File: src/rtl/hbb_prof_pkg.sv
package hbb_prof_pkg;

    // Size of one instruction in bytes; a sequential step advances by this.
    localparam int unsigned INSN_BYTES = 4;

    // Action taken on the table in the current cycle.
    typedef enum logic [1:0] {
        ACT_IDLE  = 2'd0,
        ACT_HIT   = 2'd1,
        ACT_ALLOC = 2'd2,
        ACT_CLEAR = 2'd3
    } tbl_act_e;

    // Saturating increment on a counter of up to 32 bits, width given.
    function automatic logic [31:0] sat_inc(input logic [31:0] val,
                                            input logic [31:0] max_val);
        return (val == max_val) ? max_val : val + 32'd1;
    endfunction

endpackage

File: src/rtl/hbb_step_detect.sv
module hbb_step_detect
    import hbb_prof_pkg::*;
#(
    parameter int unsigned PC_W = 32
) (
    input  logic            clk,
    input  logic            rst,
    input  logic            pc_valid,
    input  logic [PC_W-1:0] pc,
    output logic            taken
);

    logic [PC_W-1:0] last_pc;
    logic            last_ok;
    logic [PC_W-1:0] seq_pc;

    assign seq_pc = last_pc + PC_W'(INSN_BYTES);

    // Anything but the next sequential address is a redirect.
    assign taken = pc_valid && last_ok && (pc != seq_pc);

    always_ff @(posedge clk) begin
        if (rst) begin
            last_pc <= '0;
            last_ok <= 1'b0;
        end else if (pc_valid) begin
            last_pc <= pc;
            last_ok <= 1'b1;
        end
    end

    AST_PREV_TRACKS: assert property (@(posedge clk) disable iff (rst)
        pc_valid |=> (last_pc == $past(pc)) && last_ok);
    AST_PREV_HOLDS: assert property (@(posedge clk) disable iff (rst)
        !pc_valid |=> $stable(last_pc));

endmodule

File: src/rtl/hbb_match.sv
module hbb_match #(
    parameter int unsigned ENTRIES = 16,
    parameter int unsigned PC_W    = 32,
    localparam int unsigned IDX_W  = $clog2(ENTRIES)
) (
    input  logic                         clk,
    input  logic                         rst,
    input  logic [ENTRIES-1:0]           ent_valid,
    input  logic [ENTRIES-1:0][PC_W-1:0] ent_addr,
    input  logic [PC_W-1:0]              key,
    output logic                         hit,
    output logic [IDX_W-1:0]             hit_idx
);

    logic [ENTRIES-1:0] hit_vec;

    for (genvar g = 0; g < ENTRIES; g++) begin : g_cmp
        assign hit_vec[g] = ent_valid[g] && (ent_addr[g] == key);
    end

    always_comb begin
        hit_idx = '0;
        for (int i = 0; i < ENTRIES; i++) begin
            if (hit_vec[i]) hit_idx = IDX_W'(i);
        end
    end

    assign hit = |hit_vec;

    // Allocation only on a miss keeps stored addresses unique.
    AST_SINGLE_MATCH: assert property (@(posedge clk) disable iff (rst)
        $onehot0(hit_vec));

endmodule

File: src/rtl/hbb_victim.sv
module hbb_victim #(
    parameter int unsigned ENTRIES = 16,
    parameter int unsigned CNT_W   = 16,
    localparam int unsigned IDX_W  = $clog2(ENTRIES)
) (
    input  logic                          clk,
    input  logic                          rst,
    input  logic [ENTRIES-1:0]            ent_valid,
    input  logic [ENTRIES-1:0][CNT_W-1:0] ent_cnt,
    output logic [IDX_W-1:0]              victim_idx
);

    logic             free_found;
    logic [IDX_W-1:0] free_idx;
    logic [IDX_W-1:0] min_idx;
    logic [CNT_W-1:0] min_cnt;

    always_comb begin
        free_found = 1'b0;
        free_idx   = '0;
        for (int i = ENTRIES - 1; i >= 0; i--) begin
            if (!ent_valid[i]) begin
                free_found = 1'b1;
                free_idx   = IDX_W'(i);
            end
        end
    end

    // Strict less-than keeps the lowest index on a tie.
    always_comb begin
        min_idx = '0;
        min_cnt = ent_cnt[0];
        for (int i = 1; i < ENTRIES; i++) begin
            if (ent_cnt[i] < min_cnt) begin
                min_cnt = ent_cnt[i];
                min_idx = IDX_W'(i);
            end
        end
    end

    assign victim_idx = free_found ? free_idx : min_idx;

    AST_VICTIM_FREE: assert property (@(posedge clk) disable iff (rst)
        (ent_valid != '1) |-> !ent_valid[victim_idx]);
    AST_VICTIM_NOT_LARGER: assert property (@(posedge clk) disable iff (rst)
        (ent_valid == '1) |-> (ent_cnt[victim_idx] <= ent_cnt[0]));

endmodule

File: src/rtl/hbb_profiler.sv
module hbb_profiler
    import hbb_prof_pkg::*;
#(
    parameter int unsigned PC_W    = 32,
    parameter int unsigned CNT_W   = 16,
    parameter int unsigned ENTRIES = 16,
    localparam int unsigned IDX_W  = $clog2(ENTRIES)
) (
    input  logic               clk,
    input  logic               rst,
    input  logic               pc_valid,
    input  logic [PC_W-1:0]    pc,
    input  logic               clear,
    input  logic [CNT_W-1:0]   threshold,
    output logic [ENTRIES-1:0] hot,
    input  logic [IDX_W-1:0]   rd_idx,
    output logic               rd_valid,
    output logic [PC_W-1:0]    rd_addr,
    output logic [CNT_W-1:0]   rd_count
);

    localparam logic [CNT_W-1:0] CNT_MAX = {CNT_W{1'b1}};

    logic [ENTRIES-1:0]            ent_valid;
    logic [ENTRIES-1:0][PC_W-1:0]  ent_addr;
    logic [ENTRIES-1:0][CNT_W-1:0] ent_cnt;

    logic             taken;
    logic             hit;
    logic [IDX_W-1:0] hit_idx;
    logic [IDX_W-1:0] victim_idx;
    logic [CNT_W-1:0] hit_cnt;
    logic [CNT_W-1:0] hit_cnt_nxt;
    tbl_act_e         act;

    hbb_step_detect #(.PC_W(PC_W)) u_step (
        .clk      (clk),
        .rst      (rst),
        .pc_valid (pc_valid),
        .pc       (pc),
        .taken    (taken)
    );

    hbb_match #(.ENTRIES(ENTRIES), .PC_W(PC_W)) u_match (
        .clk       (clk),
        .rst       (rst),
        .ent_valid (ent_valid),
        .ent_addr  (ent_addr),
        .key       (pc),
        .hit       (hit),
        .hit_idx   (hit_idx)
    );

    hbb_victim #(.ENTRIES(ENTRIES), .CNT_W(CNT_W)) u_victim (
        .clk        (clk),
        .rst        (rst),
        .ent_valid  (ent_valid),
        .ent_cnt    (ent_cnt),
        .victim_idx (victim_idx)
    );

    assign hit_cnt     = ent_cnt[hit_idx];
    assign hit_cnt_nxt = CNT_W'(sat_inc(32'(hit_cnt), 32'(CNT_MAX)));

    always_comb begin
        if (clear)      act = ACT_CLEAR;
        else if (!taken) act = ACT_IDLE;
        else if (hit)   act = ACT_HIT;
        else            act = ACT_ALLOC;
    end

    always_ff @(posedge clk) begin
        if (rst) begin
            ent_valid <= '0;
            ent_addr  <= '0;
            ent_cnt   <= '0;
        end else begin
            case (act)
                ACT_CLEAR: ent_valid <= '0;
                ACT_HIT:   ent_cnt[hit_idx] <= hit_cnt_nxt;
                ACT_ALLOC: begin
                    ent_valid[victim_idx] <= 1'b1;
                    ent_addr[victim_idx]  <= pc;
                    ent_cnt[victim_idx]   <= CNT_W'(1);
                end
                default: ;
            endcase
        end
    end

    for (genvar g = 0; g < ENTRIES; g++) begin : g_hot
        assign hot[g] = ent_valid[g] && (ent_cnt[g] > threshold);
    end

    assign rd_valid = ent_valid[rd_idx];
    assign rd_addr  = ent_addr[rd_idx];
    assign rd_count = ent_cnt[rd_idx];

    AST_IDLE_STABLE: assert property (@(posedge clk) disable iff (rst)
        (!clear && !taken) |=> ($stable(ent_valid) && $stable(ent_addr) && $stable(ent_cnt)));
    AST_HIT_STEP: assert property (@(posedge clk) disable iff (rst)
        (act == ACT_HIT) |=> (ent_cnt[$past(hit_idx)] ==
            (($past(hit_cnt) == CNT_MAX) ? CNT_MAX : $past(hit_cnt) + CNT_W'(1))));
    AST_ALLOC_FILL: assert property (@(posedge clk) disable iff (rst)
        (act == ACT_ALLOC) |=> (ent_valid[$past(victim_idx)] &&
            (ent_addr[$past(victim_idx)] == $past(pc)) &&
            (ent_cnt[$past(victim_idx)] == CNT_W'(1))));
    AST_CLEAR_EMPTY: assert property (@(posedge clk) disable iff (rst)
        clear |=> (ent_valid == '0));
    AST_NO_WRAP: assert property (@(posedge clk) disable iff (rst)
        (act == ACT_HIT && hit_cnt == CNT_MAX) |=> (ent_cnt[$past(hit_idx)] == CNT_MAX));

endmodule

File: config.mk
export PLATFORM = sky130hd
export DESIGN_NAME = hbb_profiler
export DESIGN_NICKNAME = d
export VERILOG_FILES = /design/src/rtl/hbb_prof_pkg.sv /design/src/rtl/hbb_step_detect.sv /design/src/rtl/hbb_match.sv /design/src/rtl/hbb_victim.sv /design/src/rtl/hbb_profiler.sv
export SDC_FILE = /design/constraint.sdc
export NUM_CORES = 2
export LEC_CHECK = 0
export ABC_CLOCK_PERIOD_IN_PS = 110900
export BUFFER_PORTS_ARGS = -buffer_cell sky130_fd_sc_hd__buf_2
export CORE_MARGIN = 3
export CORE_UTILIZATION = 50
export CTS_BUF_LIST = sky130_fd_sc_hd__clkbuf_16
export DETAILED_ROUTE_END_ITERATION = 8
export PLACE_DENSITY = 0.73
export SLEW_MARGIN = 25
export SYNTH_ARGS = -nofsm -noshare
export SYNTH_HDL_FRONTEND = slang
export SYNTH_HIERARCHICAL = 1
export SYNTH_SLANG_ARGS = --single-unit
File: constraint.sdc
create_clock -name clk -period 110.9 [get_ports clk]
set_clock_uncertainty 0.1 [all_clocks]
set_input_delay 22.18 -clock clk [delete_from_list [all_inputs] [get_ports clk]]
set_output_delay 22.18 -clock clk [all_outputs]
set_load 0.03 [all_outputs]
# Word level (Yosys, flattened, before mapping)
# Index checks and enable logic that the tools add are counted.
# totals
regBits,817
inputBits,56
output_inout_bits,65
word_cells,238
# classes
n_addsub,2
order_cmp,36
eq_ne,21
muxes,101
bitwise,4
n_reduce_logical,39
# op_table
op,count
$bwmux 512,1
$eq 32x32->1,16
$pmux 256 s2,1
$mux 16,19
$bwmux 256,1
$gt 16x16->1,16
$and 240x240->240,1
$lt 16x16->1,15
$not 240->240,1
$mux 4,33
$bmux 16 s4,2
$bmux 32 s4,1
$demux 16 s4,2
$demux 32 s4,1
$mux 32,2
$logic_and 1x1->1,36
$add 32x3->32 const B,1
$ne 32x32->1,1
$or 16x16->16,2
$pmux 16 s2,1
$mux 3,8
$mux 1,20
$add 16x1->16 const B,1
$eq 16x16->1 const B,1
other kinds (9),20

# Depth between registers and ports, before layout
# logic_depth
ltp_word,38
ltp_mapped,223
depth_no_buf,201

# Cells and area by module
# The synthesis kept the hierarchy.
# by_module_without_submodules
module,n_inst,cells_each,area_each_um2,seq_area_each_um2
hbb_profiler,1,4367,40954.3,15695.1
hbb_victim,1,1424,9753.1,0.0
hbb_match,1,791,6382.4,0.0
hbb_step_detect,1,264,2239.6,660.6

# Least setup slack after synthesis
# Ideal clock, no wire load.
# synth_path
kind,input port to output port
startpoint,input rd_idx[0]
endpoint,output rd_addr[10]
t_arrival_ns,24.540
required_time_ns,88.620
path_slack_ns,64.080
path_stages,5
n_path_buf,3
cell_sequence,clkbuf_1 -> buf_1 -> buf_1 -> mux4_2 -> mux4_2
# synth_between
elab_chain_len,2
# synth_rtl
item,line,text
start: declaration,hbb_profiler.sv:16,"input logic [IDX_W-1:0] rd_idx,"
$bmux 32 s4,hbb_profiler.sv:96,assign rd_addr = ent_addr[rd_idx];
$mux 32 (not written as such),hbb_profiler.sv:96,
end: declaration,hbb_profiler.sv:18,"output logic [PC_W-1:0] rd_addr,"
# Every way passes these cells. The select of a mux whose other input is x is not followed.

# Final worst setup path
# layout_path
startpoint,input rd_idx[0]
endpoint,output rd_count[2]
# layout_between
elab_chain_len,2
# layout_rtl
item,line,text
$bmux 16 s4,hbb_profiler.sv:97,assign rd_count = ent_cnt[rd_idx];
$mux 16 (not written as such),hbb_profiler.sv:97,
end: declaration,hbb_profiler.sv:19,output logic [CNT_W-1:0] rd_count
# Every way passes these cells. The select of a mux whose other input is x is not followed.

==> results by group <==
Clock network
  – CTS Buffer Depth: 3
  – Later-pin clock latency in the skew report: 750 ps
  – Resize count post-CTS: 0
  – CTS tree: built
  – CTS sink cnt: 817
  – Num CTS Buffers: 90
  – Cts hold-fix bufs: 0
  – Root Driver: clkbuf_16
  – Setup bufs post-CTS: 0
  – H-tree depth: 3
  – Worst-path clk slew: 60 ps

Global route
  – Vias in the first global route: 51.62k
  – Initial antenna violation count: 12
  – First-pass GRT wire length: 335600 um
  – Largest net degree at the start of global routing: 99
  – Total grt overflow: 0
  – Total GRT Usage: 0.3619

Detailed routing
  – Total number of vias: 55.45k
  – Routed length per instance: 27.58 um
  – Antenna-violating nets left: 0
  – Drt first pass iters: 7
  – Vias per cell: 6.679
  – DRC violations left: 0
  – Routed wire length: 229000 um
  – Initial DRC Count: 7137

Synthesis
  – Synth unique cells: 128
  – Synth area leaders: dfxtp_1 28%, mux4_2 11%, ha_1 9.7%
  – Netlist Area Pre-Place: 59330 um2
  – Top_reg_cell synth: dfxtp_1
  – Syn. warnings: 6
  – Yosys reg bits: 817
  – Sequential area share after synthesis: 0.2757
  – Mean post-synth cell area: 8.666 um2
  – Yosys top cell area share: 0.2757
  – Post-Synthesis Cells: 6846
  – Post-synth ARST share: 0
  – Post-synth EDFFs: 0
  – Post-synthesis net count: 7363
  – Largest area contributor in the netlist: dfxtp_1

Critical path
  – Crit path launch: rd_idx[0]
  – Crit Path Category: in -> out
  – Critical path endpoint: rd_count[2]
  – Critical Path RT: 88620 ps
  – Crit Reg-Reg Endpoint: ent_cnt[207]
  – RR Startpoint: ent_cnt[15]
  – Reg2reg setup slack: 63700 ps
  – Crit end category: primary output
  – FF-to-FF path depth: 202
  – Worst-path fanout max: 44
  – Worst Path Arrival: 25810 ps
  – Startpoint types: primary input

Pwr
  – Design Power: 2.219 mW
  – Power Density: 34.95 nW/um2
  – VDD IR max: 0.0002696 V
  – Leakage power: 23.38 nW

Floorplan
  – Die Width: 350.5 um
  – Site Rows: 125
  – Number of I/O pins: 121
  – Die Area: 122800 um2
  – Core area: 117000 um2
  – Initial Utilization: 0.5071
  – Die H: 350.5 um

Finish
  – Most common cell after layout, fill and taps aside: nand2_1
  – Layout Nets: 7216
  – Commonest non-fill, non-tap cells in the layout: 1231 x nand2_1, 817 x dfxtp_1, 722 x a21oi_1
  – Synth-to-layout area growth: 7.004%
  – Proportion of layout cells with a drive suffix above 1: 0.1247
  – Layout Cells excl Fill: 8302

Placement
  – Routability-driven placement congestion ratio: 1.020
  – Port Buffers: 120
  – Post-DP HPWL: 167100 um
  – Placed Cells: 8130

STA
  – Setup TNS: 0 ps
  – Final Hold Vio Count: 0
  – Max_slew headroom: 0.2598
  – Worst Max-Slew Pin Slew: 1109 ps
  – Final setup fails: 0
  – Crit share post-route: 0.4337
  – Tmin final: 48090 ps
  – Final Max Slew Viols: 0
  – RSZ-0062 raised after global routing: false
  – FMAX: 20.79 MHz

Flow run
  – Max Cap Viol: 0

Outcome
  – Status: finished clean

Hold path
  – Worst hold start: u_step/last_ok
  – Worst hold path class: reg -> reg
## synthesized netlist by cell type (all sizes together), types with 11 or more instances
master   instances
a2111oi         17
a211oi          28
a21o           115
a21oi          740
a22o           189
a22oi           95
a311oi          13
a31oi           15
and2            14
and3            17
buf            148
clkbuf         343
dfxtp          817
ha             461
inv            226
mux2            51
mux2i           80
mux4           309
nand2         1240
nand2b          39
nand3           77
nand4          219
nor2           359
nor2b           59
nor3            72
nor3b           12
nor4            57
o211ai          33
o21a            92
o21ai          186
or2             14
or3             11
or4             13
xnor2          450
xor2           101
## worst min path at each step
stage                     depth (start not counted)  slack, ps              to
final                                             2        380  u_step/last_ok
after CTS                                         2        380   ent_addr[202]
after floorplan                                   2        340  u_step/last_ok
after global placement                            2        350  u_step/last_ok
after detailed placement                          2        370  u_step/last_ok
after global routing                              2        400   ent_addr[228]
## layout make-up
cell class / instances / area (um2)
diodes: 9 / 22.52
clock buffers: 91 / 2277
clock inverters: 71 / 526.8
fillers: 10567 / 53500
inverters: 226 / 848.3
multi-input cells: 5312 / 39900
flip-flops and latches: 817 / 16360
well taps: 1524 / 1907
repair buffers: 252 / 1648
## sequential cells by signal, summed over array words and instances (netlist names)
| register | cells |
|---|---|
| ent_addr | 512 |
| ent_cnt | 256 |
| u_step/last_pc | 32 |
| ent_valid | 16 |
| u_step/last_ok | 1 |
## layer usage
| layer | GRT usage | vias to the layer above | routed length [um] |
|---|---|---|---|
| met5 | 0 | - | 13 |
| met3 | 0.08615 | 954 | 26000 |
| met2 | 0.5465 | 3761 | 97870 |
| met4 | 0.2860 | 2 | 22090 |
| met1 | 0.4429 | 26348 | 83000 |
| li1 | - | 24387 | - |
## cell families after synthesis
logic type	count (synthesis)	synth area share
mux	440	0.1420
simple gates	2228	0.1695
compound gates	1626	0.1786
flops	817	0.2757
buf+inv	717	0.05422
fa+ha+maj	467	0.09823
xor+xnor	551	0.08185
## critical path, stage by stage
cell and delay [ps]:
buf_8 350, buf_16 390, buf_4 660, buf_4 710, mux4_2 610, mux4_2 570, buf_2 220
## metrics by stage
| step | utilization | worst slack [ps] | hold slack [ps] | area [um2] |
|---|---|---|---|---|
| floorplan | - | 64080 | 340.2 | 59330 |
| global placement | 0.5177 | 62780 | 354.0 | 60560 |
| detailed placement | 0.5179 | 62700 | 370.0 | 60580 |
| CTS | 0.5418 | 62710 | 380.3 | 63390 |
| global route | 0.5425 | 61430 | 399.5 | 63460 |
| finish | 0.5427 | 62810 | 376.5 | 63480 |
## power breakdown
part	total [mW]	internal [mW]	switching (mW)
registers	0.300	0.296	0.00410
clock network	0.293	0.157	0.136
logic	1.63	0.583	1.04
total	2.22	1.04	1.18
Note: power is estimated with default switching activity, not from simulation.
